**config.mk**
```make
export PLATFORM = sky130hd
export DESIGN_NAME = irq_halt_ctrl
export DESIGN_NICKNAME = d
export VERILOG_FILES = /design/src/rtl/ihc_pkg.sv /design/src/rtl/ihc_sticky.sv /design/src/rtl/ihc_classify.sv /design/src/rtl/ihc_pin.sv /design/src/rtl/irq_halt_ctrl.sv
export SDC_FILE = /design/constraint.sdc
export NUM_CORES = 1
export LEC_CHECK = 0
export BUFFER_PORTS_ARGS = -buffer_cell sky130_fd_sc_hd__buf_4
export CORE_ASPECT_RATIO = 2
export CORE_MARGIN = 2
export CORE_UTILIZATION = 39
export DETAILED_ROUTE_END_ITERATION = 10
export PLACE_DENSITY = 0.84
export SETUP_SLACK_MARGIN = 0.4
export SLEW_MARGIN = 10
export SYNTH_ARGS = -nofsm -noshare
export SYNTH_HDL_FRONTEND = slang
export SYNTH_HIERARCHICAL = 1
export SYNTH_SLANG_ARGS = --single-unit
export TNS_END_PERCENT = 100
```
**constraint.sdc**
```tcl
create_clock -name clk -period 3.15 [get_ports clk]
set_clock_uncertainty 0.2 [all_clocks]
set_input_delay 0.315 -clock clk [delete_from_list [all_inputs] [get_ports clk]]
set_output_delay 0.315 -clock clk [all_outputs]
set_load 0.05 [all_outputs]
```
**src/rtl/ihc_pkg.sv**
```systemverilog
package ihc_pkg;
  localparam int BIT_FUNC_DONE = 0;
  localparam int BIT_SELECTED  = 1;
  localparam int BIT_RESELECT  = 2;
  localparam int BIT_ATTN      = 3;
  localparam int BIT_GP_TIMER  = 4;
  localparam int BIT_HS_TIMER  = 5;

  // Nonfatal classification of one SCSI bit position for the given mode
  function automatic logic is_nonfatal(int idx, logic tgt);
    case (idx)
      BIT_FUNC_DONE, BIT_SELECTED, BIT_RESELECT,
      BIT_GP_TIMER, BIT_HS_TIMER: is_nonfatal = 1'b1;
      BIT_ATTN:                   is_nonfatal = tgt;
      default:                    is_nonfatal = 1'b0;
    endcase
  endfunction
endpackage

```
**src/rtl/ihc_sticky.sv**
```systemverilog
module ihc_sticky #(
  parameter int W = 8
) (
  input  logic         clk,
  input  logic         rst_n,
  input  logic [W-1:0] evt,
  input  logic [W-1:0] ack,
  output logic [W-1:0] stat,
  output logic         any
);
  logic [W-1:0] stat_q;

  always_ff @(posedge clk or negedge rst_n) begin
    if (!rst_n) stat_q <= '0;
    else        stat_q <= (stat_q & ~ack) | evt;
  end

  assign stat = stat_q;
  assign any  = |stat_q;

  // a set bit survives unless acknowledged
  assert_no_lost_bit_R1: assert property (@(posedge clk) disable iff (!rst_n)
    (($past(stat_q) & ~$past(ack) & ~stat_q) == '0));
  // an event always sets its bit, even against an acknowledge
  assert_set_wins_R1: assert property (@(posedge clk) disable iff (!rst_n)
    (($past(evt) & ~stat_q) == '0));
endmodule

```
**src/rtl/ihc_classify.sv**
```systemverilog
module ihc_classify #(
  parameter int DMA_W  = 8,
  parameter int SCSI_W = 16
) (
  input  logic [DMA_W-1:0]  dma_stat,
  input  logic [SCSI_W-1:0] scsi_stat,
  input  logic [SCSI_W-1:0] scsi_en,
  input  logic              target_mode,
  output logic              halt
);
  import ihc_pkg::*;

  logic [SCSI_W-1:0] scsi_fatal;

  for (genvar i = 0; i < SCSI_W; i++) begin : g_cls
    assign scsi_fatal[i] = scsi_stat[i] & (~is_nonfatal(i, target_mode) | scsi_en[i]);
  end

  assign halt = (|dma_stat) | (|scsi_fatal);
endmodule

```
**src/rtl/ihc_pin.sv**
```systemverilog
module ihc_pin (
  input  logic clk,
  input  logic rst_n,
  input  logic halt,
  input  logic pin_mask,
  output logic irq_n
);
  logic irq_n_q;

  always_ff @(posedge clk or negedge rst_n) begin
    if (!rst_n) irq_n_q <= 1'b1;
    else        irq_n_q <= ~(halt & ~pin_mask);
  end

  assign irq_n = irq_n_q;

  // a mask in the previous cycle keeps the pin inactive
  assert_mask_holds_pin_R7: assert property (@(posedge clk) disable iff (!rst_n)
    $past(pin_mask) |-> irq_n);
  // the pin follows an unmasked halt one cycle later
  assert_pin_follows_halt_R10: assert property (@(posedge clk) disable iff (!rst_n)
    $past(halt && !pin_mask) |-> !irq_n);
  // no halt in the previous cycle means the pin is released
  assert_pin_release_R10: assert property (@(posedge clk) disable iff (!rst_n)
    $past(!halt) |-> irq_n);
endmodule

```
**src/rtl/irq_halt_ctrl.sv**
```systemverilog
module irq_halt_ctrl #(
  parameter int DMA_W  = 8,
  parameter int SCSI_W = 16
) (
  input  logic              clk,
  input  logic              rst_n,
  input  logic [DMA_W-1:0]  dma_evt,
  input  logic [SCSI_W-1:0] scsi_evt,
  input  logic              target_mode,
  input  logic [SCSI_W-1:0] scsi_en,
  input  logic              pin_mask,
  input  logic [DMA_W-1:0]  dma_ack,
  input  logic [SCSI_W-1:0] scsi_ack,
  output logic [DMA_W-1:0]  dma_stat,
  output logic [SCSI_W-1:0] scsi_stat,
  output logic              dma_pend,
  output logic              scsi_pend,
  output logic              halt_req,
  output logic              irq_n
);
  ihc_sticky #(.W(DMA_W)) u_dma (
    .clk(clk), .rst_n(rst_n), .evt(dma_evt), .ack(dma_ack),
    .stat(dma_stat), .any(dma_pend));

  ihc_sticky #(.W(SCSI_W)) u_scsi (
    .clk(clk), .rst_n(rst_n), .evt(scsi_evt), .ack(scsi_ack),
    .stat(scsi_stat), .any(scsi_pend));

  ihc_classify #(.DMA_W(DMA_W), .SCSI_W(SCSI_W)) u_cls (
    .dma_stat(dma_stat), .scsi_stat(scsi_stat), .scsi_en(scsi_en),
    .target_mode(target_mode), .halt(halt_req));

  ihc_pin u_pin (
    .clk(clk), .rst_n(rst_n), .halt(halt_req), .pin_mask(pin_mask), .irq_n(irq_n));

  // any pending DMA bit demands a halt
  assert_dma_halts_R2: assert property (@(posedge clk) disable iff (!rst_n)
    dma_pend |-> halt_req);
  // nothing is pending, so there is no halt
  assert_idle_no_halt_R9: assert property (@(posedge clk) disable iff (!rst_n)
    (!dma_pend && !scsi_pend) |-> !halt_req);
endmodule

```
==> results <==
- The floorplan has 26 rows.
- Registers take 627 um2.
- The H-tree depth reported by CTS is 1.
- The commonest cells after synthesis are 24 x dfrtp_1, 24 x inv_1, 22 x a21o_1, 7 x nor4_1.
- Data arrives at the worst endpoint at 2.01 ns.
- The number of antenna violations at the first check in global routing came to 0.
- The final period utilization is 80.0%.
- The number of failing hold endpoints at the final stage came to 0.
- Summing every instance area after synthesis gives 1050 um2.
- The clock root buffer is clkbuf_8.
- The fraction of layout cells with a size suffix above 1 is 51.6%.
- The HPWL after detailed placement is 2560 um.
- The floorplan die width is 40.6 um.
- The number of global-route vias before repair was 1091.
- The maximum frequency from static timing analysis is 397 MHz.
- The leakage power of the design is 0.978 nW.
- Along the worst path, the maximum fanout reaches 4.
- After detailed routing, the number of vias per cell comes to 4.92.
- Adding up every negative setup slack in the final design gives 0 ns.
- The number of optimization iterations in the first detailed-route pass is 3.
- The synthesized area divided by synthesized cell count is 11.4 um2.
- The post-layout net count is 251.
- The number of slew-limit violations in the final report was 0.
- The wire length per cell after detailed routing is 14.1 um.
- The design draws 0.756 mW.
- The post-CTS resize count is 0.
- The internal portion of the total power is 0.524 mW.
- By area the synthesized netlist is led by dfrtp_1 57%, a21o_1 16%, inv_1 8.6%, nor4_1 4.2%, dfstp_2 2.5%.
- The worst IR drop on VDD is 0.440 mV.
- Global routing finished with a remaining overflow of 0.
- The repair_antennas step left the layout with diodes totalling 0.
- Setup repair after global routing left no endpoint under its margin.
- The required arrival time at the worst endpoint is 2.63 ns.
- Synthesis handed over a netlist of 92 instances.
- Dividing total power by cell area gives a power density of 426 nW/um2.
- After clock tree synthesis, the clock-pin slew on the worst setup and hold paths is 0.08 ns.
- In this run the vertical extent of the chip is 77.2 um.
- Among all flip-flop cells after synthesis, the most frequent one is dfrtp_1.
- Timing analysis after detailed placement gives a worst setup slack of 0.866 ns.
- The worst setup path is captured at a primary output.
- The post-synthesis net count is 160.
- The async set-or-reset flop fraction in the synthesized netlist is 100%.
- Buffers inserted during clock tree synthesis total 3.
- After synthesis, the largest area contributor takes up 57.4% of total cell area.
- The class of the tightest hold or removal check is input pin to flip-flop.
- The switching power as a share of total power is 30.6%.
- The area used by multi-input combinational logic is 329 um2.
- During placement, the flow inserted port buffers numbering 85.
- Once the floorplan was initialized, standard cells occupied 41.2% of the core.
- The area growth from synthesis to layout is 69.6%.
- Counting distinct cell types in the post-synthesis netlist gives 16.
- The share of power burned in registers is 48.6%.
- The first global-routing pass estimated 4480 um of wire.
- The cell at the slowest stage of the critical path is or4_4.
- Measured against its own limit, the worst slew margin works out to 79.1%.
- The overall fraction of global-route tracks in use is 20.5%.
- The clock group share of total power is 24.2%.
- The share of power burned in combinational logic is 27.3%.
- The run finished with clean final reports.
- During I/O placement, the number of pins put on the boundary was 96.
- After clock tree synthesis, the flow added hold-fix buffers numbering 1.
- Counting flops and latches in the post-synthesis netlist gives 25.
- Once routing completed, OpenROAD measured the worst setup slack at 0.630 ns.
- The total area inside the core boundary comes to 2540 um2.
- The maximum buffer depth of the clock tree is 2.
- The delay contributed by the slowest stage of the critical path is 0.56 ns.
- At the end of routability-driven placement, the weighted congestion stood at 0.776.
- The TritonCTS sink count is 25.
- Traced cell by cell, the critical path runs through or4_4 > a2111oi_2 > nand4_1 > buf_4.
- The number of failing setup endpoints in the final timing report is 0.
- The number of maximum-capacitance violations is 0.
- For flop-to-flop paths, the worst setup slack is 1.26 ns.
- The cell taking the most area after synthesis is dfrtp_1.
- The worst setup path is launched from a flip-flop.
- The clock latency at the later pin of the worst-skew pair is 0.26 ns.
- The CTS tree is built.
- The reported net switching power is 0.231 mW.
- For this run, design rule violations remaining after detail routing come to 0.
- The setup fix buffers added after clock tree synthesis is 0.
- The actual transition at the worst max-transition pin is 0.310 ns.
- Subtracting the final worst setup slack from the clock period gives 2.52 ns.
- The violation count after the first detailed-routing iteration is 10.
- The number of enable flip-flop cells after synthesis is 0.
- The area enclosed by the die boundary is 3140 um2.
- Of the synthesized area, sequential elements account for 59.9%.
- The number of fill cells in the layout is 180.
- The Yosys step of the flow raised 6 warnings.
- The number of nets with antenna violations after routing is 0.
- The startpoint-to-endpoint class of the critical path is flip-flop to primary output.
- The number of vias after detailed routing is 1033.
- The aggregate routed wire length is 2960 um.
- The largest net degree at the start of global routing is 26.
==> metal layers <==
layer / wire length (um) / GRT usage (%) / part of all wire [%]
met1: 888 / 19.3 / 30
met2: 1750 / 38.3 / 59
met3: 295 / 4.91 / 10
met4: 23 / 6.00 / 0.78
met5: 0 / 0 / 0
==> worst max-delay path, delay by kind of cell, from the launching register on <==
family | cells | cell delay [ns]
AND/OR/NAND/NOR | 2 | 0.74
flip-flops | 1 | 0.42
AO/OA/AOI/OAI | 1 | 0.36
buffers and inverters | 1 | 0.23
==> path summary, 6_finish.rpt <==
kind                            startpoint  depth (start not counted)         endpoint
max                        u_scsi/stat[13]                          4         halt_req
min                             dma_evt[7]                          2    u_dma/stat[7]
max reg2reg                u_scsi/stat[13]                          4      u_pin/irq_n
min reg2reg                 u_scsi/stat[1]                          1   u_scsi/stat[1]
max in group asynchronous            rst_n                          2      u_pin/irq_n
min in group asynchronous            rst_n                          2  u_scsi/stat[15]
==> flip-flops by register name (all words and copies together) (netlist names) <==
name	flops
u_dma/stat	8
u_pin/irq_n	1
u_scsi/stat	16
==> cells by family (layout without fill, tap and decap cells) <==
logic type	Yosys count	count (layout)	share of synthesized area, %
flops	25	25	59.9
compound gates	28	28	21.3
simple gates	15	15	10.2
buf+inv	24	114	8.61
==> power groups by stage <==
stage               registers [mW]  clock network (mW)  logic (mW)
floorplan                    0.445                   0      0.0271
global placement             0.372                   0       0.202
detailed placement           0.374                   0       0.207
CTS                          0.367               0.189       0.208
global route                 0.371               0.200       0.217
finish                       0.367               0.183       0.206
==> layout by cell type, fill, tap and decap left out, drive strengths merged <==
master,n
inv,24
dfrtp,24
nor4,7
nand2b,2
a21o,24
a211oi,1
dlygate4sd3,1
nand2,1
clkbuf,4
a2111oi,1
or4,3
a22o,1
a221oi,1
dfstp,1
buf,85
nand4,2
==> per-stage QoR <==
step	area, um2	util, %	std cells	hold WS, ns
2_1_floorplan	1050	-	92	-0.181
3_3_place_gp	1720	67.8	205	0.0273
3_5_place_dp	1720	67.8	205	0.0320
4_1_cts	1770	69.9	210	0.0221
5_1_grt	1770	69.9	210	0.0159
6_report	1770	69.9	210	0.0253
==> layout make-up <==
class,count,area share (%)
Tap cell,28,1.97
Timing Repair Buffer,86,36.5
Inverter,24,5.08
Sequential cell,25,35.3
Multi-Input combinational cell,43,18.5
Clock buffer,4,2.54
Note: power is estimated with default switching activity, not from simulation.
